--- config.mk ---
export PLATFORM = sky130hd
export DESIGN_NAME = ilk_mf_gen
export DESIGN_NICKNAME = d
export VERILOG_FILES = /design/src/rtl/ilmf_pkg.sv /design/src/rtl/ilmf_fsm.sv /design/src/rtl/ilmf_slot.sv /design/src/rtl/ilmf_crc.sv /design/src/rtl/ilk_mf_gen.sv
export SDC_FILE = /design/constraint.sdc
export NUM_CORES = 1
export LEC_CHECK = 0
export ABC_AREA = 0
export BUFFER_PORTS_ARGS = -buffer_cell sky130_fd_sc_hd__buf_2
export CAP_MARGIN = 20
export CORE_ASPECT_RATIO = 1.1
export CORE_MARGIN = 5
export CORE_UTILIZATION = 55
export DETAILED_ROUTE_END_ITERATION = 10
export HOLD_SLACK_MARGIN = 0.03
export PLACE_DENSITY = 0.85
export SLEW_MARGIN = 20
export SYNTH_ARGS = -nofsm -noshare
export SYNTH_HDL_FRONTEND = slang
export SYNTH_SLANG_ARGS = --single-unit
--- constraint.sdc ---
create_clock -name clk -period 7.5 [get_ports clk]
set_clock_uncertainty 0.05 [all_clocks]
set_input_delay 0 -clock clk [delete_from_list [all_inputs] [get_ports clk]]
set_output_delay 0 -clock clk [all_outputs]
set_load 0.01 [all_outputs]
--- src/rtl/ilmf_pkg.sv ---
package ilmf_pkg;

    localparam int WORD_W = 64;

    localparam logic [WORD_W-1:0] SYNC_WORD = 64'h78F6_78F6_78F6_78F6;
    localparam logic [7:0]        TAG_SCRAM = 8'h28;
    localparam logic [7:0]        TAG_SKIP  = 8'h1E;
    localparam logic [7:0]        TAG_DIAG  = 8'h64;
    localparam logic [31:0]       CRC_POLY  = 32'h04C1_1DB7;

    typedef enum logic [1:0] {
        ST_SYNC,
        ST_SCRAM,
        ST_PAYLOAD,
        ST_DIAG
    } mf_state_e;

    // One 64-bit word folded into a running CRC-32, most significant bit first.
    function automatic logic [31:0] crc32_fold(input logic [31:0] seed,
                                               input logic [WORD_W-1:0] data);
        logic [31:0] c;
        logic        fb;
        c = seed;
        for (int b = WORD_W - 1; b >= 0; b--) begin
            fb = c[31] ^ data[b];
            c  = {c[30:0], 1'b0};
            if (fb) begin
                c = c ^ CRC_POLY;
            end
        end
        return c;
    endfunction

endpackage

--- src/rtl/ilmf_fsm.sv ---
module ilmf_fsm
    import ilmf_pkg::*;
#(
    parameter int MF_LEN = 2048
) (
    input  logic      clk,
    input  logic      rst_n,
    output mf_state_e state,
    output logic      start_now,
    output logic      pay_now,
    output logic      diag_now,
    output logic      sof_next
);

    localparam int PAY_SLOTS = MF_LEN - 3;
    localparam int CNT_W     = $clog2(PAY_SLOTS + 1);
    localparam logic [CNT_W-1:0] LAST_SLOT = CNT_W'(PAY_SLOTS - 1);

    mf_state_e        state_q, state_d;
    logic [CNT_W-1:0] slot_q, slot_d;

    // State register
    always_ff @(posedge clk or negedge rst_n) begin
        if (!rst_n) begin
            state_q <= ST_SYNC;
            slot_q  <= '0;
        end else begin
            state_q <= state_d;
            slot_q  <= slot_d;
        end
    end

    // Transitions
    always_comb begin
        state_d = state_q;
        slot_d  = slot_q;
        unique case (state_q)
            ST_SYNC: begin
                state_d = ST_SCRAM;
            end
            ST_SCRAM: begin
                state_d = ST_PAYLOAD;
                slot_d  = '0;
            end
            ST_PAYLOAD: begin
                if (slot_q == LAST_SLOT) begin
                    state_d = ST_DIAG;
                end else begin
                    slot_d = slot_q + 1'b1;
                end
            end
            ST_DIAG: begin
                state_d = ST_SYNC;
            end
        endcase
    end

    // Decoded outputs
    always_comb begin
        state     = state_q;
        start_now = (state_q == ST_SYNC);
        pay_now   = (state_q == ST_PAYLOAD);
        diag_now  = (state_q == ST_DIAG);
        sof_next  = (state_q == ST_SYNC) || (state_q == ST_SCRAM);
    end

endmodule

--- src/rtl/ilmf_slot.sv ---
module ilmf_slot #(
    parameter bit BURST_MODE = 1'b1
) (
    input  logic       clk,
    input  logic       rst_n,
    input  logic       start_now,
    input  logic       pay_now,
    input  logic       burst_en,
    input  logic [1:0] link_status,
    input  logic       fifo_empty,
    output logic       burst_q,
    output logic [1:0] status_q,
    output logic       take_data
);

    // Health bits frozen for the whole metaframe
    always_ff @(posedge clk or negedge rst_n) begin
        if (!rst_n) begin
            status_q <= 2'b00;
        end else if (start_now) begin
            status_q <= link_status;
        end
    end

    generate
        if (BURST_MODE) begin : g_gated
            always_ff @(posedge clk or negedge rst_n) begin
                if (!rst_n) begin
                    burst_q <= 1'b0;
                end else if (start_now) begin
                    burst_q <= burst_en;
                end
            end
        end else begin : g_always
            assign burst_q = 1'b1;
        end
    endgenerate

    assign take_data = pay_now && burst_q && !fifo_empty;

endmodule

--- src/rtl/ilmf_crc.sv ---
module ilmf_crc
    import ilmf_pkg::*;
(
    input  logic              clk,
    input  logic              rst_n,
    input  logic              first,
    input  logic [WORD_W-1:0] word_in,
    output logic [31:0]       crc_out
);

    logic [31:0] acc_q;
    logic [31:0] base;
    logic [31:0] folded;

    always_comb begin
        base    = first ? 32'hFFFF_FFFF : acc_q;
        folded  = crc32_fold(base, word_in);
        crc_out = ~folded;
    end

    always_ff @(posedge clk or negedge rst_n) begin
        if (!rst_n) begin
            acc_q <= 32'hFFFF_FFFF;
        end else begin
            acc_q <= folded;
        end
    end

endmodule

--- src/rtl/ilk_mf_gen.sv ---
module ilk_mf_gen
    import ilmf_pkg::*;
#(
    parameter int          MF_LEN     = 2048,
    parameter bit          BURST_MODE = 1'b1,
    parameter logic [55:0] SCRAM_SEED = 56'h00_5A5A_0000_0001
) (
    input  logic        clk,
    input  logic        rst_n,
    input  logic        burst_en,
    input  logic [1:0]  link_status,
    input  logic        fifo_empty,
    input  logic [63:0] fifo_data,
    output logic        fifo_rd,
    output logic [63:0] out_word,
    output logic        out_ctrl,
    output logic        out_sof
);

    mf_state_e   state;
    logic        start_now;
    logic        pay_now;
    logic        diag_now;
    logic        sof_next;
    logic        burst_q;
    logic [1:0]  status_q;
    logic        take_data;
    logic [63:0] word_d;
    logic        ctrl_d;
    logic [31:0] crc_val;

    ilmf_fsm #(
        .MF_LEN(MF_LEN)
    ) u_fsm (
        .clk      (clk),
        .rst_n    (rst_n),
        .state    (state),
        .start_now(start_now),
        .pay_now  (pay_now),
        .diag_now (diag_now),
        .sof_next (sof_next)
    );

    ilmf_slot #(
        .BURST_MODE(BURST_MODE)
    ) u_slot (
        .clk        (clk),
        .rst_n      (rst_n),
        .start_now  (start_now),
        .pay_now    (pay_now),
        .burst_en   (burst_en),
        .link_status(link_status),
        .fifo_empty (fifo_empty),
        .burst_q    (burst_q),
        .status_q   (status_q),
        .take_data  (take_data)
    );

    // Word formed this cycle, with the diagnostic CRC field still zero
    always_comb begin
        word_d = '0;
        ctrl_d = 1'b1;
        unique case (state)
            ST_SYNC:    word_d = SYNC_WORD;
            ST_SCRAM:   word_d = {TAG_SCRAM, SCRAM_SEED};
            ST_PAYLOAD: begin
                if (take_data) begin
                    word_d = fifo_data;
                    ctrl_d = 1'b0;
                end else begin
                    word_d = {TAG_SKIP, 56'h0};
                end
            end
            ST_DIAG:    word_d = {TAG_DIAG, 22'h0, status_q, 32'h0};
        endcase
    end

    ilmf_crc u_crc (
        .clk    (clk),
        .rst_n  (rst_n),
        .first  (start_now),
        .word_in(word_d),
        .crc_out(crc_val)
    );

    assign fifo_rd = take_data;

    // Output register
    always_ff @(posedge clk or negedge rst_n) begin
        if (!rst_n) begin
            out_word <= '0;
            out_ctrl <= 1'b0;
            out_sof  <= 1'b0;
        end else begin
            out_word <= diag_now ? {word_d[63:32], crc_val} : word_d;
            out_ctrl <= ctrl_d;
            out_sof  <= sof_next;
        end
    end

endmodule

==> results.md <==
- Initial antenna violation count: 0
- Worst EP required: 7.79 ns
- Yosys reg bits: roughly 110
- Critical path's slowest cell: xnor3_2
- Syn nets: 1123
- Final hold vios: 0
- Setup TNS: 0 ns
- DR vias/cell: 5.80
- Worst setup SP type: flip-flop
- Chain of cells forming the critical path: buf_4 > or3b_1 > a221oi_4 > buf_4 > xor3_2 > xnor2_1 > nor2_4 > xnor2_1 > buf_4 > xnor3_1 > xor2_1 > xor3_1 > xnor2_1 > xnor3_2 > xnor3_1 > xnor3_2 > xnor3_2 > xor2_4 > xnor3_1 > mux2i_1
- Largest net degree at the start of global routing: 80
- Arrival time worst endpoint: 7.67 ns
- Critical Path Fanout Max: 16
- Synth Instances: 1047
- DR iter-0 viols: 935
- Number of detailed-route iterations in the first pass: 5
- I/O Pins: 137
- Setup WS post-layout: 0.129 ns
- Number of flops mapped to enable cells by yosys: 0
- Ant diodes: 0
- Detailed Place HPWL: 31.3 mm
- Post-route ant nets: 0
- Port Buf Inserts: 136
- Grt ovf: 0
- Max cap viols: 0
- Async SR Flop Fraction: 1.00
- Max-slew headroom: 0.488
- Fmax achieved: 136 MHz
- Worst-Margin Slew: 0.767 ns
- Post-synthesis sequential area ratio: 0.231
- Critical path's top delay family: XOR/XNOR gates
- Syn-to-layout area delta: 25.6%
- Synthesized area per cell: between 10 and 15 um2
- Synth Cell Area: 0.0125 mm2
- Longest Clk Path Bufs: 2
- Detailed Route WL: just over 40 mm
- Wire length per cell: about 25 um
- Top FF cell, synth: dfrtp_1
- Die Ht: 168 um
- Status: finished clean
- Initial Utilization: 0.562
- Site Rows: between 50 and 60
- Slew Limit Fails: 0
- WP buf/inv: 3
- Final setup viols: 0
- First-pass GRT wire length: ~60 mm
- TritonCTS buffer count: 17
- Fin crit period: 7.37 ns
- GP Congestion: 1.03
- Placeable Area: roughly 0.022 mm2
- Ratio of cells with drive above 1 in the final layout: 0.298
- Largest stage delay, worst path: 0.56 ns
- CTS clk-pin slew, worst paths: 0.06 ns
- Via count: 9493
- Count of cell types in the netlist: 65
- RSZ-0062 raised after global routing: true
- DIE AREA: approximately 0.026 mm2
- Total Routing Usage GR: 0.313
- Placement Setup Slack: -0.108 ns
- Root Buffer: clkbuf_16
- Max H-tree Level: 4
- Worst-skew pair later-pin latency: 0.42 ns
- DRC: 0
- Yosys warns: 0
- Fin nets: 1406
- TritonCTS clock tree: done
- Die Span X: 154 um
- Worst min path class: input pin to flip-flop
- Crit. End Element: flip-flop
- Final core utilization: 0.706
- Critical path class: flip-flop to flip-flop
- Sink Count: 114
- Vias in the first global route: between 9000 and 10000
- Crit share post-route: 0.983
[stage by stage]
step | instance area, um2 | hold WS [ns] | std cells
global route | 15700 | 0.0611 | 1638
floorplan | 12500 | -0.346 | 1047
finish | 15700 | 0.0545 | 1638
CTS | 15400 | 0.0332 | 1634
detailed placement | 14200 | -0.0724 | 1539
global placement | 14200 | -0.0766 | 1539
[layer usage]
layer | track usage | wire, um | vias up
li1 | - | - | 4117
met1 | 0.378 | 14900 | 4698
met2 | 0.541 | 20400 | 536
met3 | 0.0485 | 3210 | 142
met4 | 0.167 | 2810 | 0
met5 | 0 | 0 | -
[worst min-delay path, delay by kind of cell]
family | cells | cell delay [ns]
AO/OA/AOI/OAI | 1 | 0.16
buffers and inverters | 1 | 0.07
multiplexers | 1 | 0.22
[cell usage after synthesis (all sizes together), types with 13 or more instances]
| master | n | area share |
|---|---|---|
| a21oi | 37 | 0.016 |
| and3 | 13 | 0.0065 |
| buf | 16 | 0.0057 |
| clkbuf | 22 | 0.0066 |
| dfrtp | 82 | 0.16 |
| dfstp | 32 | 0.067 |
| inv | 15 | 0.0045 |
| mux2i | 33 | 0.026 |
| nand2 | 65 | 0.020 |
| nand3 | 16 | 0.0064 |
| nand4b | 15 | 0.011 |
| nor2 | 49 | 0.017 |
| nor2b | 13 | 0.0065 |
| o21ai | 18 | 0.0072 |
| xnor2 | 253 | 0.19 |
| xnor3 | 142 | 0.26 |
| xor2 | 122 | 0.094 |
| xor3 | 20 | 0.038 |
[cell families (layout without fill, tap and decap cells)]
family,Yosys count,in the layout,synth area share
buffers and inverters,53,349,0.0168
AND/OR/NAND/NOR,212,212,0.0909
multiplexers,37,37,0.0300
flip-flops,114,114,0.231
adder cells (fa/ha/maj),6,6,0.00600
AO/OA/AOI/OAI,88,88,0.0487
XOR/XNOR,537,537,0.576
[layout make-up]
type | instances | area [um2]
clock buffer | 17 | 425
multi-input combinational | 880 | 9710
inverter | 15 | 56.3
sequential | 114 | 2890
clock inverter | 15 | 148
fill | 1503 | 6540
tap | 295 | 369
timing repair buffer | 302 | 2120
[flip-flops by register name (all words and copies together), names as in the netlist]
name / flops
out_ctrl: 1
out_sof: 1
out_word: 64
u_crc.acc_q: 32
u_fsm.slot_q: 11
u_fsm.state: 2
u_slot.burst_q: 1
u_slot.status_q: 2
[placed cells by master, fill, tap and decap left out, types with 17 or more instances in the layout]
cell type,count
buf_4,101
buf_2,135
xnor3_1,130
a21oi_1,36
xor2_1,100
xnor2_2,23
dlygate4sd3_1,63
clkbuf_16,17
xor2_2,18
mux2i_1,33
dfstp_2,32
xnor2_1,225
nand2_1,65
dfrtp_1,82
nor2_1,43
[final timing paths]
kind,start,to,slack (ns),cells after the start
setup / recovery,u_slot.burst_q,out_word[11],0.13,20
hold / removal,fifo_data[18],out_word[18],0.05,3
setup reg to reg,u_slot.burst_q,out_word[11],0.13,20
hold reg to reg,u_fsm.slot_q[10],u_fsm.slot_q[10],0.45,1
max in group asynchronous,rst_n,out_word[9],5.79,4
min in group asynchronous,rst_n,out_word[57],0.54,3
[repair_timing]
item	4_1_cts	5_1_grt
hold buffers	63	0
endpoints found under the hold margin	95	0
cloned	0	0
buffers inserted	0	4
pin swaps	1	2
resized for setup	6	39
setup endpoints to repair	9	38
Power is left out: the tool's default activity adds up to more than one toggle a clock period on the data nets, which glitch-free logic cannot reach.
